<file path="src/rtl/mem_prot_pkg.sv">
package mem_prot_pkg;
    localparam int CLS_W = 3;

    typedef enum logic [CLS_W-1:0] {
        CLS_OPEN = 3'd0,
        CLS_SCHK = 3'd1,
        CLS_SCIP = 3'd2,
        CLS_DCHK = 3'd3,
        CLS_DCIP = 3'd4
    } prot_class_e;

    typedef struct packed {
        logic verify;
        logic crypt;
        logic fault;
        logic ident;
    } prot_decision_t;
endpackage

</file>
<file path="src/rtl/prot_window_table.sv">
module prot_window_table
    import mem_prot_pkg::*;
#(
    parameter int NUM_WIN = 4,
    parameter int AW      = 32,
    localparam int IDX_W  = (NUM_WIN > 1) ? $clog2(NUM_WIN) : 1
) (
    input  logic                     clk,
    input  logic                     rst_n,
    input  logic                     cfg_we,
    input  logic [IDX_W-1:0]         cfg_idx,
    input  logic [AW-1:0]            cfg_base,
    input  logic [AW-1:0]            cfg_limit,
    input  logic [CLS_W-1:0]         cfg_class,
    input  logic [AW-1:0]            look_addr,
    output logic [NUM_WIN-1:0]       hit_vec,
    output logic [NUM_WIN*CLS_W-1:0] cls_flat
);
    for (genvar g = 0; g < NUM_WIN; g++) begin : g_win
        logic [AW-1:0]    base_q;
        logic [AW-1:0]    limit_q;
        logic [CLS_W-1:0] cls_q;

        always_ff @(posedge clk) begin
            if (!rst_n) begin
                base_q  <= '1;
                limit_q <= '0;
                cls_q   <= CLS_OPEN;
            end else if (cfg_we && (cfg_idx == IDX_W'(g))) begin
                base_q  <= cfg_base;
                limit_q <= cfg_limit;
                cls_q   <= cfg_class;
            end
        end

        assign hit_vec[g] = (look_addr >= base_q) && (look_addr <= limit_q);
        assign cls_flat[g*CLS_W +: CLS_W] = cls_q;
    end
endmodule

</file>
<file path="src/rtl/prot_priority_pick.sv">
module prot_priority_pick
    import mem_prot_pkg::*;
#(
    parameter int NUM_WIN = 4
) (
    input  logic [NUM_WIN-1:0]       hit_vec,
    input  logic [NUM_WIN*CLS_W-1:0] cls_flat,
    output logic [CLS_W-1:0]         sel_class
);
    always_comb begin
        sel_class = CLS_OPEN;
        for (int i = NUM_WIN - 1; i >= 0; i--) begin
            if (hit_vec[i]) begin
                sel_class = cls_flat[i*CLS_W +: CLS_W];
            end
        end
    end
endmodule

</file>
<file path="src/rtl/prot_class_decode.sv">
module prot_class_decode
    import mem_prot_pkg::*;
(
    input  logic [CLS_W-1:0] cls,
    input  logic             is_write,
    input  logic             is_fetch,
    output prot_decision_t   dec
);
    logic chk;
    logic cip;
    logic ro;
    logic bad;

    always_comb begin
        chk = 1'b0;
        cip = 1'b0;
        ro  = 1'b0;
        bad = 1'b0;
        unique case (cls)
            CLS_OPEN: ;
            CLS_SCHK: begin chk = 1'b1; ro = 1'b1; end
            CLS_SCIP: begin chk = 1'b1; cip = 1'b1; ro = 1'b1; end
            CLS_DCHK: chk = 1'b1;
            CLS_DCIP: begin chk = 1'b1; cip = 1'b1; end
            default:  bad = 1'b1;
        endcase

        dec.fault  = bad || (ro && is_write);
        dec.verify = chk && !dec.fault;
        dec.crypt  = cip && !dec.fault;
        dec.ident  = chk && is_fetch && !is_write && !dec.fault;
    end
endmodule

</file>
<file path="src/rtl/mem_prot_classifier.sv">
module mem_prot_classifier
    import mem_prot_pkg::*;
#(
    parameter int NUM_WIN = 4,
    parameter int AW      = 32,
    localparam int IDX_W  = (NUM_WIN > 1) ? $clog2(NUM_WIN) : 1
) (
    input  logic             clk,
    input  logic             rst_n,
    input  logic             cfg_we,
    input  logic [IDX_W-1:0] cfg_idx,
    input  logic [AW-1:0]    cfg_base,
    input  logic [AW-1:0]    cfg_limit,
    input  logic [CLS_W-1:0] cfg_class,
    input  logic             req_valid,
    input  logic [AW-1:0]    req_addr,
    input  logic             req_write,
    input  logic             req_fetch,
    output logic             rsp_valid,
    output logic [AW-1:0]    rsp_addr,
    output logic             rsp_write,
    output logic             need_verify,
    output logic             need_crypt,
    output logic             to_engine,
    output logic             fault,
    output logic             code_ident
);
    logic [NUM_WIN-1:0]       hit_vec;
    logic [NUM_WIN*CLS_W-1:0] cls_flat;
    logic [CLS_W-1:0]         sel_class;
    prot_decision_t           dec;

    prot_window_table #(.NUM_WIN(NUM_WIN), .AW(AW)) u_table (
        .clk       (clk),
        .rst_n     (rst_n),
        .cfg_we    (cfg_we),
        .cfg_idx   (cfg_idx),
        .cfg_base  (cfg_base),
        .cfg_limit (cfg_limit),
        .cfg_class (cfg_class),
        .look_addr (req_addr),
        .hit_vec   (hit_vec),
        .cls_flat  (cls_flat)
    );

    prot_priority_pick #(.NUM_WIN(NUM_WIN)) u_pick (
        .hit_vec   (hit_vec),
        .cls_flat  (cls_flat),
        .sel_class (sel_class)
    );

    prot_class_decode u_dec (
        .cls      (sel_class),
        .is_write (req_write),
        .is_fetch (req_fetch),
        .dec      (dec)
    );

    always_ff @(posedge clk) begin
        if (!rst_n) begin
            rsp_valid   <= 1'b0;
            rsp_addr    <= '0;
            rsp_write   <= 1'b0;
            need_verify <= 1'b0;
            need_crypt  <= 1'b0;
            to_engine   <= 1'b0;
            fault       <= 1'b0;
            code_ident  <= 1'b0;
        end else begin
            rsp_valid   <= req_valid;
            rsp_addr    <= req_valid ? req_addr : '0;
            rsp_write   <= req_valid && req_write;
            need_verify <= req_valid && dec.verify;
            need_crypt  <= req_valid && dec.crypt;
            to_engine   <= req_valid && dec.verify;
            fault       <= req_valid && dec.fault;
            code_ident  <= req_valid && dec.ident;
        end
    end
endmodule

</file>
<file path="config.mk">
export PLATFORM = sky130hd
export DESIGN_NAME = mem_prot_classifier
export DESIGN_NICKNAME = d
export VERILOG_FILES = /design/src/rtl/mem_prot_pkg.sv /design/src/rtl/prot_window_table.sv /design/src/rtl/prot_priority_pick.sv /design/src/rtl/prot_class_decode.sv /design/src/rtl/mem_prot_classifier.sv
export SDC_FILE = /design/constraint.sdc
export NUM_CORES = 1
export LEC_CHECK = 0
export CAP_MARGIN = 10
export CELL_PAD_IN_SITES_DETAIL_PLACEMENT = 1
export CELL_PAD_IN_SITES_GLOBAL_PLACEMENT = 1
export CORE_AREA = 2 2 200 202
export CTS_CLUSTER_SIZE = 25
export DETAILED_ROUTE_END_ITERATION = 6
export DIE_AREA = 0 0 202 204
export GPL_ROUTABILITY_DRIVEN = 0
export HOLD_SLACK_MARGIN = 0.03
export PLACE_DENSITY = 0.83
export SETUP_SLACK_MARGIN = 0.02
export SLEW_MARGIN = 0
export SYNTH_ARGS = -nofsm -noshare
export SYNTH_HDL_FRONTEND = slang
export SYNTH_SLANG_ARGS = --single-unit
</file>
<file path="constraint.sdc">
create_clock -name clk -period 3.87 [get_ports clk]
set_input_delay 0.5805 -clock clk [delete_from_list [all_inputs] [get_ports clk]]
set_output_delay 0.5805 -clock clk [all_outputs]
set_load 0.01 [all_outputs]
</file>
### Word level (Yosys, flattened, before mapping)

Index checks and enable logic that the tools add are counted.

* input port bits: 107
* bits in registers: 306
* logic and storage cells: 71

* muxes and demuxes: 8
* magnitude comparators: 8
* equality and inequality tests: 7
* reduce and logical (&&, ||, !) cells: 29

Operators with widths (count)
* $ge A32 B32 Y1: 4
* $le A32 B32 Y1: 4
* $logic_and A1 B1 Y1: 19
* $mux W3: 4
* $eq A3 B2 Y1 const B: 2
* $reduce_or A5 Y1: 1
* $eq A2 B2 Y1 const B: 2
* $mux W1: 4
* $reduce_or A2 Y1: 2
* $reduce_or A4 Y1: 1
* $eq A3 B1 Y1 const B: 1
* $eq A3 B3 Y1 const B: 1
* $logic_not A3 Y1: 1
* $eq A2 B1 Y1 const B: 1
* $logic_not A1 Y1: 2
* $logic_not A2 Y1: 1
* $reduce_and A2 Y1: 1
* $logic_or A1 B1 Y1: 1

### Longest topological paths before layout

* depth in word-level cells: 14
* depth in mapped cells: 11
* depth with buffers taken out: 11

### Hierarchy

A second synthesis with hierarchy kept.

* cell total of the unflattened synthesis: 2068
* area, all modules: 16937.5 µm²

By module, submodules not included
* prot_window_table: cells each 1954, instances 1, sequential area each 5365.1 µm², area each 15681.3 µm²
* mem_prot_classifier: cells each 85, instances 1, sequential area each 760.7 µm², area each 1091.0 µm²
* prot_priority_pick: cells each 16, instances 1, sequential area each 0.0 µm², area each 92.6 µm²
* prot_class_decode: cells each 13, instances 1, sequential area each 0.0 µm², area each 72.6 µm²

### Worst setup path before layout

OpenSTA, ideal clock, no wires.

* path type: input to register
* start point: input req_addr[0]
* end point: register need_crypt
* cell stages on the path: 11
* data arrival time: 3.144 ns
* path slack: 0.656 ns
* required time: 3.800 ns
* buffers on the path: 0
* cell sequence: inv_1 -> ha_1 -> nand2b_1 -> a2111oi_2 -> nor4_1 -> o41ai_2 -> a211o_1 -> a21bo_4 -> o311ai_4 -> or3b_1 -> a21oi_1

* cells in the longest elaborated chain, start to end: 14
* elaborated cells between the ends (all ways): 32
* those cells by class: order compare: 8; eq/ne: 4; mux: 7; reduce/logical: 13

RTL lines
* from (decl): line mem_prot_classifier.sv:16 `input logic [AW-1:0] req_addr,`
* $ge A32 B32 Y1 / $le A32 B32 Y1 (equally long branches): line prot_window_table.sv:36 `assign hit_vec[g] = (look_addr >= base_q) && (look_addr <= limit_q);`
* $logic_and A1 B1 Y1: line prot_window_table.sv:36
* $mux W3 (3 in a row): line prot_priority_pick.sv:13 `if (hit_vec[i]) begin`
* $mux W3 (*): line prot_priority_pick.sv:13
* $eq A3 B1 Y1 / $eq A3 B2 Y1 (equally long branches): line prot_class_decode.sv:19 `unique case (cls)`
* $reduce_or A2 Y1 (no line)
* $mux W1: line prot_class_decode.sv:19
* $logic_and A1 B1 Y1: line prot_class_decode.sv:28 `dec.fault = bad || (ro && is_write);`
* $logic_or A1 B1 Y1: line prot_class_decode.sv:28
* $logic_not A1 Y1: line prot_class_decode.sv:30 `dec.crypt = cip && !dec.fault;`
* $logic_and A1 B1 Y1 (*): line prot_class_decode.sv:30
* $logic_and A1 B1 Y1 (*): line mem_prot_classifier.sv:74 `need_crypt <= req_valid && dec.crypt;`
* to (signal assigned): line mem_prot_classifier.sv:74
* to (decl): line mem_prot_classifier.sv:23 `output logic need_crypt,`

Mark *: on every way between the ends. The rest lies on a longest branch, timed or not.
A chain may end at the register's enable or synchronous reset.

### Final worst setup path

* start point: input req_addr[5]
* end point: register to_engine

* cells in the longest elaborated chain, start to end: 14
* elaborated cells between the ends (all ways): 32
* those cells by class: order compare: 8; eq/ne: 4; mux: 7; reduce/logical: 13

RTL lines
* $ge A32 B32 Y1 / $le A32 B32 Y1 (equally long branches): line prot_window_table.sv:36
* $logic_and A1 B1 Y1: line prot_window_table.sv:36
* $mux W3 (3 in a row): line prot_priority_pick.sv:13
* $mux W3 (*): line prot_priority_pick.sv:13
* $eq A3 B1 Y1 / $eq A3 B2 Y1 (equally long branches): line prot_class_decode.sv:19
* $reduce_or A2 Y1 (no line)
* $mux W1: line prot_class_decode.sv:19
* $logic_and A1 B1 Y1: line prot_class_decode.sv:28
* $logic_or A1 B1 Y1: line prot_class_decode.sv:28
* $logic_not A1 Y1: line prot_class_decode.sv:29 `dec.verify = chk && !dec.fault;`
* $logic_and A1 B1 Y1 (*): line prot_class_decode.sv:29
* $logic_and A1 B1 Y1 (*): line mem_prot_classifier.sv:75 `to_engine <= req_valid && dec.verify;`
* to (signal assigned): line mem_prot_classifier.sv:75
* to (decl): line mem_prot_classifier.sv:24 `output logic to_engine,`

Marked as above.

==> impl_metrics.py <==
metrics = {
    "pwr": {
        "p_leak_uw": 0.00923,
        "p_per_area_nw_per_um2": 382,
        "ir_worst_vdd_mv": 0.254,
    },
    "timing": {
        "timing.final.crit_share_pct": 97.0,
        "fin_tns_setup_ns": 0,
        "setup_viol": 0,
        "period_minus_slack_ns": 3.75,
        "worstMarginPinSlew_ns": 1.09,
        "setup_slack_ns": 0.116,
        "relSlewSlack_pct": 27.2,
        "max_freq_mhz": 266,
        "fin_worst_skew_ns": 0.0115,
        "hold_viol_final": 0,
        "timing.final.max_slew_violations": 0,
    },
    "synthesis": {
        "synth_fp_nets": 2420,
        "syn_area_um2": 17000,
        "synth_flop_cell": "dfxtp_1",
        "async_flop_share_pct": 0,
        "synth_seq_cells": 306,
        "post_synth_num_cell_types": 69,
        "synth_top_area_cell": "dfxtp_1",
        "yosysWarningCount": 0,
        "yosysTopAreaCellShare_pct": 36.0,
        "synth.area.top_cells": "dfxtp_1 (36%), ha_1 (19%), nand2_1 (10%)",
        "ys_seq_area_share_pct": 36.0,
        "avgSynthCellArea_um2": 8.27,
        "syn_inst": 2057,
        "synth_enable_flop_cells": 0,
    },
    "clocking": {
        "path_clk_slew_ns": 0.06,
        "cts_tree": "yes",
        "cts_buffer_depth": 3,
        "numCtsBuffers": 36,
        "h-tree-depth": 2,
        "root_buffer": "clkbuf_16",
        "clock-sinks": 306,
        "clk_latency_ns": 0.54,
    },
    "route": {
        "via_per_inst": 5.62,
        "dr.pass1.iters": 4,
        "wirelength_mm": 58.9,
        "drt-initial-drc-count": 918,
        "antenna_left": 0,
        "drc": 0,
        "vias": 15800,
        "wl_per_cell_um": 20.9,
    },
    "global_route": {
        "grt-ovfl-total": 0,
        "grt_use_total_pct": 28.4,
        "antenna_found_initial": 0,
        "grt_pass1_wl_mm": 92.9,
        "grt_pass1_vias": 17300,
        "grt_max_degree": 116,
    },
    "finish": {
        "diodes": 0,
        "fill_cells": 4643,
        "drive_gt1_share_pct": 8.52,
        "multi_input_area_um2": 9560,
        "area_growth_pct": 23.4,
        "fin_util_pct": 53.6,
        "seq_area_um2": 6130,
        "nets": 2631,
    },
    "die": {
        "ios": 146,
        "core-area_um2": 39200,
        "die_y_um": 204,
        "start_util_pct": 43.4,
        "die_area_um2": 41200,
        "die_x_um": 202,
        "row_count": 73,
    },
    "worst_setup_path": {
        "cp-start-kind": "primary input",
        "worstPathMaxFanout": 4,
        "critPathArrivalTime_ns": 4.20,
        "endpoint_kind": "flip-flop",
        "cp.required_ns": 4.32,
        "crit_type": "primary input to flip-flop",
    },
    "job": {
        "max_cap_viol_count": 0,
    },
    "place": {
        "pre_cts_ws_ns": -0.304,
        "dp_hpwl_mm": 42.4,
        "port_buffers": 145,
    },
    "status": {
        "outcome": "finished, final reports clean",
    },
    "hold_path": {
        "hp-class": "flip-flop to flip-flop",
    },
}
-- cells in the final DEF (no fill, tap or decap), types with 8 or more instances in the layout --
| cell type | n |
|---|---|
| a211oi_1 | 13 |
| a21boi_0 | 140 |
| a21o_1 | 18 |
| a21oi_1 | 83 |
| and3_1 | 37 |
| buf_12 | 10 |
| buf_4 | 113 |
| clkbuf_16 | 37 |
| clkbuf_8 | 9 |
| clkdlybuf4s50_1 | 144 |
| dfxtp_1 | 306 |
| ha_1 | 256 |
| inv_1 | 267 |
| nand2_1 | 462 |
| nand3_1 | 22 |
| nand4_1 | 44 |
| nor2_1 | 21 |
| nor3_1 | 10 |
| o211ai_1 | 134 |
| o21a_1 | 8 |
| o21ai_0 | 30 |
-- routing by layer --
| metal | track usage (%) | part of all wire [%] |
|---|---|---|
| met1 | 34.1 | 42 |
| met2 | 50.6 | 49 |
| met4 | 12.1 | 4.0 |
| met3 | 4.11 | 4.3 |
| met5 | 0 | 0 |
-- timing repair --
item	CTS	global route
setup buffers	0	0
setup endpoints to repair	0	1
resized for setup	0	2
hold buffers	0	0
-- final cells by class --
type	instances	area share [%]
clock buffers	53	5.13
clock inverters	7	0.304
inverters	267	4.78
multi-input cells	1389	45.6
flip-flops and latches	306	29.2
well taps	525	3.13
repair buffers	268	11.9
-- power breakdown --
part / switching [uW] / leakage (uW) / total (uW) / internal (uW)
sequential: 52.0 / 0.00250 / 3330 / 3280
clock: 1380 / 0.000567 / 3370 / 1980
combinational: 751 / 0.00616 / 1310 / 558
total: 2190 / 0.00923 / 8010 / 5820
-- synthesized netlist by cell type, drive strengths merged, types with 11 or more instances --
master / number
clkbuf: 88
nor3: 11
nor2: 22
a21oi: 83
a211oi: 14
ha: 256
o211ai: 134
nand4: 44
and3: 39
dfxtp: 306
nand3: 23
o21ai: 36
a21o: 18
inv: 267
a21boi: 141
nand2: 462
-- path summary, 6_finish.rpt --
| check | startpoint | endpoint | slack, ns | depth (start not counted) |
|---|---|---|---|---|
| worst max-delay path | req_addr[5] | to_engine | 0.12 | 12 |
| worst min-delay path | u_table.g_win[1].limit_q[11] | u_table.g_win[1].limit_q[11] | 0.46 | 2 |
| worst max register to register | u_table.g_win[0].limit_q[13] | to_engine | 0.38 | 11 |
| worst min register to register | u_table.g_win[1].limit_q[11] | u_table.g_win[1].limit_q[11] | 0.46 | 2 |
-- kinds of logic (layout without fill, tap and decap cells) --
group,Yosys count,after routing,share of synthesized area (%)
AND/OR/NAND/NOR,646,646,16.7
AO/OA/AOI/OAI,486,486,20.4
buffers and inverters,362,595,8.01
flip-flops,306,306,36.0
adder cells (fa/ha/maj),257,257,18.9
-- worst max-delay path, cell delays in order --
cell and delay (ns):
clkdlybuf4s50_1 0.47, buf_4 0.18, ha_1 0.28, nand4_1 0.16
or4_1 0.61, nor3_2 0.31, a31oi_1 0.16, a211o_1 0.39
a41oi_1 0.36, o31ai_4 0.16, maj3_2 0.33, a211oi_2 0.21
-- metrics by stage --
stage	total power, uW	cells	area [um^2]	hold WS [ns]
after global placement	4590	2755	19800	0.451
after floorplan	4030	2057	17000	0.438
final	8010	2815	21000	0.465
after global routing	8310	2815	21000	0.488
after CTS	8030	2815	21000	0.465
after detailed placement	4680	2755	19800	0.458
-- state kept, by name, summed over array words and instances, names as in the netlist --
| register | cells |
|---|---|
| need_crypt | 1 |
| u_table.g_win.limit_q | 128 |
| rsp_valid | 1 |
| to_engine | 1 |
| rsp_write | 1 |
| u_table.g_win.cls_q | 12 |
| u_table.g_win.base_q | 128 |
| fault | 1 |
| code_ident | 1 |
| rsp_addr | 32 |
Power figures use the tool's default switching activity.
